==> src/rtl/tdm_tx_pkg.sv <==
package tdm_tx_pkg;
  localparam int NUM_CH        = 8;
  localparam int NUM_LANES     = 4;
  localparam int SMP_W         = 32;
  localparam int MAX_SLOT_BITS = 32;
  localparam int SEL_W         = $clog2(NUM_CH);
  localparam int CODE_W        = SEL_W;
  localparam int BIT_W         = $clog2(MAX_SLOT_BITS);
  localparam int SLOT_W        = $clog2(NUM_CH);
  localparam int FPOS_W        = BIT_W + SLOT_W + 2;

  localparam logic [1:0] MODE_I2S  = 2'd0;
  localparam logic [1:0] MODE_NDLY = 2'd1;
  localparam logic [1:0] MODE_DLY  = 2'd2;

  typedef struct packed {
    logic active;
    logic latch;
  } ctrlStrobe_t;

  function automatic logic isDsp(input logic [1:0] mode);
    return (mode == MODE_NDLY) || (mode == MODE_DLY);
  endfunction

  function automatic logic [BIT_W:0] slotBitsOf(input logic [1:0] code);
    case (code)
      2'd0:    return (BIT_W+1)'(16);
      2'd1:    return (BIT_W+1)'(24);
      default: return (BIT_W+1)'(32);
    endcase
  endfunction

  function automatic logic [SLOT_W:0] slotsOf(input logic [1:0] mode, input logic [1:0] chan);
    if (!isDsp(mode)) return (SLOT_W+1)'(2);
    case (chan)
      2'd0:    return (SLOT_W+1)'(2);
      2'd1:    return (SLOT_W+1)'(4);
      default: return (SLOT_W+1)'(8);
    endcase
  endfunction
endpackage

==> src/rtl/tdm_tx_ctrl.sv <==
module tdm_tx_ctrl
  import tdm_tx_pkg::*;
(
  input  logic              clk,
  input  logic              rstN,
  input  logic              enable,
  input  logic              bitTick,
  input  logic [1:0]        modeSel,
  input  logic [1:0]        slotCode,
  input  logic [1:0]        chanCode,
  input  logic              lrInvert,
  input  logic              bckInvert,
  output ctrlStrobe_t       strobe,
  output logic [SLOT_W-1:0] slotIdx,
  output logic [BIT_W-1:0]  bitIdx,
  output logic              frameClk,
  output logic              bitClk
);
  logic              phase;
  logic              started;
  logic [BIT_W-1:0]  bitCnt;
  logic [SLOT_W-1:0] slotCnt;
  logic [BIT_W:0]    slotBits;
  logic [SLOT_W:0]   nSlots;
  logic              lastBit;
  logic              lastSlot;
  logic              fallTick;

  assign slotBits = slotBitsOf(slotCode);
  assign nSlots   = slotsOf(modeSel, chanCode);
  assign lastBit  = ({1'b0, bitCnt} >= slotBits - 1'b1);
  assign lastSlot = ({1'b0, slotCnt} >= nSlots - 1'b1);
  assign fallTick = bitTick && phase;

  always_ff @(posedge clk or negedge rstN) begin
    if (!rstN) begin
      phase   <= 1'b0;
      started <= 1'b0;
      bitCnt  <= '0;
      slotCnt <= '0;
    end else if (!enable) begin
      phase   <= 1'b0;
      started <= 1'b0;
      bitCnt  <= '0;
      slotCnt <= '0;
    end else if (bitTick) begin
      phase <= ~phase;
      if (phase) begin
        if (!started) begin
          started <= 1'b1;
          bitCnt  <= '0;
          slotCnt <= '0;
        end else if (lastBit) begin
          bitCnt  <= '0;
          slotCnt <= lastSlot ? '0 : slotCnt + 1'b1;
        end else begin
          bitCnt <= bitCnt + 1'b1;
        end
      end
    end
  end

  always_comb begin
    strobe.active = started;
    strobe.latch  = enable && fallTick && (!started || (lastBit && lastSlot));
  end

  assign slotIdx = slotCnt;
  assign bitIdx  = bitCnt;

  // frame clock position runs ahead of the data position by the delay
  logic [FPOS_W-1:0] pos, posAhead, frameLen, highWidth;
  logic              rawFrame;

  always_comb begin
    pos       = FPOS_W'(slotCnt) * FPOS_W'(slotBits) + FPOS_W'(bitCnt);
    frameLen  = FPOS_W'(nSlots) * FPOS_W'(slotBits);
    highWidth = isDsp(modeSel) ? '0 : FPOS_W'(slotBits) - 1'b1;
    posAhead  = pos + FPOS_W'(modeSel != MODE_NDLY);
    if (posAhead >= frameLen) posAhead = posAhead - frameLen;
    rawFrame  = started && (posAhead <= highWidth);
  end

  assign frameClk = rawFrame ^ lrInvert;
  assign bitClk   = phase ^ bckInvert;
endmodule

==> src/rtl/tdm_tx_path.sv <==
module tdm_tx_path
  import tdm_tx_pkg::*;
(
  input  logic                        clk,
  input  logic                        rstN,
  input  ctrlStrobe_t                 strobe,
  input  logic [SLOT_W-1:0]           slotIdx,
  input  logic [BIT_W-1:0]            bitIdx,
  input  logic [1:0]                  modeSel,
  input  logic [1:0]                  wordLenCode,
  input  logic [NUM_LANES*CODE_W-1:0] laneStart,
  input  logic [NUM_CH*SEL_W-1:0]     slotSel,
  input  logic [NUM_CH*SMP_W-1:0]     samples,
  output logic [NUM_LANES-1:0]        serOut
);
  logic [SMP_W-1:0] frameWord [NUM_CH];

  for (genvar k = 0; k < NUM_CH; k++) begin : g_slot
    always_ff @(posedge clk or negedge rstN) begin
      if (!rstN)
        frameWord[k] <= '0;
      else if (strobe.latch)
        frameWord[k] <= samples[int'(slotSel[k*SEL_W +: SEL_W])*SMP_W +: SMP_W];
    end
  end

  logic [BIT_W-1:0] wordMsb;
  logic [BIT_W-1:0] bitSel;
  logic             inWord;

  assign wordMsb = (wordLenCode == 2'd1) ? BIT_W'(15) : BIT_W'(SMP_W-1);
  assign inWord  = (bitIdx <= wordMsb);
  assign bitSel  = wordMsb - bitIdx;

  for (genvar L = 0; L < NUM_LANES; L++) begin : g_lane
    logic [CODE_W-1:0] code;
    logic [SLOT_W-1:0] pick;
    logic [SMP_W-1:0]  word;
    logic              laneOn;
    logic              laneBit;

    always_comb begin
      code    = laneStart[L*CODE_W +: CODE_W];
      pick    = {code[SLOT_W-2:0], 1'b0} + slotIdx;
      word    = frameWord[pick];
      laneOn  = strobe.active && !code[CODE_W-1] && ((L == 0) || !isDsp(modeSel));
      laneBit = laneOn && inWord && word[bitSel];
    end

    assign serOut[L] = laneBit;
  end
endmodule

==> src/rtl/tdm_tx.sv <==
module tdm_tx
  import tdm_tx_pkg::*;
(
  input  logic                        clk,
  input  logic                        rstN,
  input  logic                        enable,
  input  logic                        bitTick,
  input  logic [1:0]                  modeSel,
  input  logic [1:0]                  wordLenCode,
  input  logic [1:0]                  slotCode,
  input  logic [1:0]                  chanCode,
  input  logic [NUM_LANES*CODE_W-1:0] laneStart,
  input  logic                        lrInvert,
  input  logic                        bckInvert,
  input  logic [NUM_CH*SEL_W-1:0]     slotSel,
  input  logic [NUM_CH*SMP_W-1:0]     samples,
  output logic [NUM_LANES-1:0]        serOut,
  output logic                        frameClk,
  output logic                        bitClk
);
  ctrlStrobe_t       strobe;
  logic [SLOT_W-1:0] slotIdx;
  logic [BIT_W-1:0]  bitIdx;

  tdm_tx_ctrl i_ctrl (
    .clk(clk), .rstN(rstN), .enable(enable), .bitTick(bitTick),
    .modeSel(modeSel), .slotCode(slotCode), .chanCode(chanCode),
    .lrInvert(lrInvert), .bckInvert(bckInvert),
    .strobe(strobe), .slotIdx(slotIdx), .bitIdx(bitIdx),
    .frameClk(frameClk), .bitClk(bitClk)
  );

  tdm_tx_path i_path (
    .clk(clk), .rstN(rstN), .strobe(strobe), .slotIdx(slotIdx), .bitIdx(bitIdx),
    .modeSel(modeSel), .wordLenCode(wordLenCode), .laneStart(laneStart),
    .slotSel(slotSel), .samples(samples), .serOut(serOut)
  );
endmodule

==> config.mk <==
export PLATFORM = sky130hd
export DESIGN_NAME = tdm_tx
export DESIGN_NICKNAME = d
export VERILOG_FILES = /design/src/rtl/tdm_tx_pkg.sv /design/src/rtl/tdm_tx_ctrl.sv /design/src/rtl/tdm_tx_path.sv /design/src/rtl/tdm_tx.sv
export SDC_FILE = /design/constraint.sdc
export NUM_CORES = 1
export LEC_CHECK = 0
export ABC_CLOCK_PERIOD_IN_PS = 15900
export BUFFER_PORTS_ARGS = -buffer_cell sky130_fd_sc_hd__buf_2
export CORE_AREA = 5 5 219 327
export CTS_CLUSTER_DIAMETER = 40
export DETAILED_ROUTE_END_ITERATION = 6
export DIE_AREA = 0 0 224 332
export GPL_ROUTABILITY_DRIVEN = 1
export HOLD_SLACK_MARGIN = 0.03
export PLACE_DENSITY_LB_ADDON = 0.1
export SETUP_SLACK_MARGIN = 0.3
export SYNTH_ARGS = -nofsm -noshare
export SYNTH_HDL_FRONTEND = slang
export SYNTH_SLANG_ARGS = --single-unit
==> constraint.sdc <==
create_clock -name clk -period 15.9 [get_ports clk]
set_input_delay 3.18 -clock clk [delete_from_list [all_inputs] [get_ports clk]]
set_output_delay 3.18 -clock clk [all_outputs]
set_load 0.02 [all_outputs]
==> impl_metrics.ini <==
[sta]
relSlewSlack_pct = 19.4
fmax_ghz = 0.0865
slew_viol_final = 0
worst_slew_pin_slew_ns = 1.21
finalCriticalPeriod_ns = 11.56
setup_viol = 0
clock_skew_ns = 0.0319
tns_ns = 0
rsz0062_at_grt = false
fin_crit_sh_pct = 72.7
finalHoldViolCount = 0

[routing]
drtPass1Iterations = 6
antenna_left = 0
drc = 0
vias_per_cell = 7.31
wl_per_cell_um = 31.9
via_count = 30800
drt_iter0_drc = 3724
drt-total-wl_mm = 135

[grt]
grtUsageTotal_pct = 35.5
grt_remaining_overflow = 0
antenna_found_initial = 23
grt_max_degree = 265
first_global_vias = 29800
grt_pass1_wl_mm = 201

[synthesis]
yosysUniqueCellTypes = 69
synth_top_area_share_pct = 39.0
avgSynthCellArea_um2 = 10.5
synth_most_common_cell = nand2_1
async_flop_share_pct = 100
synth_common_cells = nand2_1 (608), mux4_2 (585), mux2i_1 (368), o21ai_0 (315), dfrtp_1 (266)
syn_inst = 3202
synth-main-ff-cell = dfrtp_1
synth_edf_count = 0
netlist_area_um2 = 33700
ys_warn_count = 0
synth_top_cell_by_area = mux4_2
synth.yosys.seq_area_share_pct = 19.7
synth-seq-cells = 266
yosys-top-cells-area = mux4_2 (39%), dfrtp_1 (20%), mux2i_1 (11%)

[worst_setup_path]
crit_type = input port to output port
crit_required_ns = 12.72
rr_worst_depth = 10
rr_startpoint = i_ctrl.bitIdx[3]
crit_fanout = 8
r2r_slack_ns = 10.91
start_kind = input port
arrival_ns = 8.38
endpoint_kind = output port
r2r-end = i_path.frameWord[78]

[power]
leakagePower_nw = 14.7
vdd_drop_max_mv = 0.0706
power.total_mw = 3.45
power-per-cell-area_nw_per_um2 = 93.3

[floorplan]
io_pins = 312
design.core.area_um2 = 68700
start_util_pct = 49.2
fp.dieArea_um2 = 74400
dieHeight_um = 332
die_w_um = 224
rows = 118

[cells_and_area]
drive_above_1_share_pct = 32.4
finalNetCount = 3627
final_area_um2 = 37000
areaGrowthSynthToFinish_pct = 9.53
finish.utilization_pct = 53.8

[clock_tree]
cts_resized = 0
clk_latency_ns = 0.60
clkTransAtPathRegs_ns = 0.06
cts_tree = built
ctsLongestPathBuffers = 3
cts_max_level = 2
postCtsHoldBufs = 0
cts_buffers = 42
root_buffer = clkbuf_16
cts.sinks = 266
postCtsSetupBuffers = 0

[placed_design]
gp_congestion = 1.01
dpl_cell_area_um2 = 35500
hpwlAfterDp_mm = 93.6
io_buffer_count = 311

[run_status]
status = finished clean

[hold_path]
whs_path_depth = 2
hold_start = i_path.frameWord[16]
hold_path_end = i_path.frameWord[16]
min_path_type = register to register

[flow_run]
drv_cap = 0
registers in the layout, summed over array words and instances, names as in the netlist:
register          count
i_path.frameWord    256
i_ctrl.bitIdx         5
i_ctrl.slotIdx        3
i_ctrl.phase          1
i_ctrl.started        1
per-stage QoR:
step                hold WS, ns  instances  setup WS (ns)
detailed placement        0.466       4131           4.27
finish                    0.473       4222           4.34
CTS                       0.477       4208           4.27
global placement          0.459       4131           4.31
global route              0.488       4214           4.02
floorplan                 0.444       3203           4.88
critical path: stages:
cell       delay, ns
buf_2           0.10
ha_1            0.43
inv_1           0.21
nand3b_1        0.14
or2_2           0.31
fa_1            0.50
inv_1           0.04
ha_1            0.17
ha_1            0.19
inv_1           0.07
fa_1            0.40
ha_1            0.34
and4b_1         0.22
a41oi_1         0.20
o21a_1          0.24
mux2_2          0.35
ha_1            0.29
nand3_1         0.10
o2bb2ai_1       0.08
a31oi_1         0.19
nor2_1          0.06
a31oi_1         0.23
xnor2_1         0.14
buf_2           0.18
routing by layer:
metal / track usage, % / routed length (µm) / vias up
li1: - / - / 12800
met3: 9.05 / 15600 / 411
met4: 12.9 / 5980 / 20
met1: 50.4 / 52100 / 15400
met2: 53.3 / 60700 / 2231
met5: 0 / 145 / -
worst max path at each step:
| stage | to | slack, ns | cells after the start | from |
|---|---|---|---|---|
| 2_1_floorplan | frameClk | 4.88 | 23 | modeSel[1] |
| 3_3_place_gp | frameClk | 4.31 | 24 | modeSel[0] |
| 3_5_place_dp | frameClk | 4.27 | 24 | modeSel[0] |
| 4_1_cts | frameClk | 4.27 | 24 | modeSel[0] |
| 5_1_grt | frameClk | 4.02 | 26 | modeSel[0] |
| 6_report | frameClk | 4.34 | 24 | modeSel[0] |
area by class of cell:
class	count	area [µm²]
fillers	6145	31700
multi-input cells	2573	25600
flip-flops and latches	266	6660
repair buffers	366	2030
well taps	900	1130
clock buffers	45	1060
clock inverters	32	343
inverters	26	97.6
diodes	14	35.0
kinds of logic after synthesis:
logic type                 after synthesis  share of synthesized area, %
AOI/OAI and AO/OA                      594                          10.5
xor gates and xnor gates                26                         0.983
adders and majority gates               46                          1.77
buffers and inverters                  364                          4.54
DFF                                    266                          19.7
muxes                                  973                          50.7
other                                    2                        0.0223
and+or+nand+nor                        931                          11.7
power by group:
group          internal (mW)  leakage [nW]  switching [mW]
combinational          0.614          10.6           0.730
sequential             0.891          3.36           0.281
clock                  0.550         0.684           0.383
cells in the final DEF (no fill, tap or decap), drive strengths merged, types with 5 or more instances in the layout:
cell,count
a32oi,15
nand3,68
nor2b,20
nor3,49
dfrtp,266
and2,15
o22ai,21
o21a,8
o32ai,5
a41oi,10
mux4,587
nor2,87
nor4,18
a31oi,55
o21ai,318
mux2,18
diode,14
a21oi,53
ha,43
or3,10
a2111oi,12
xnor2,11
inv,41
a211oi,32
o311ai,5
nand2,608
mux2i,368
nand2b,12
xor2,8
or2,9
a22oi,5
o31ai,12
clkbuf,45
clkinv,10
buf,366
nand4,20
o211ai,11
No activity file was read; power rests on OpenSTA's default activity.
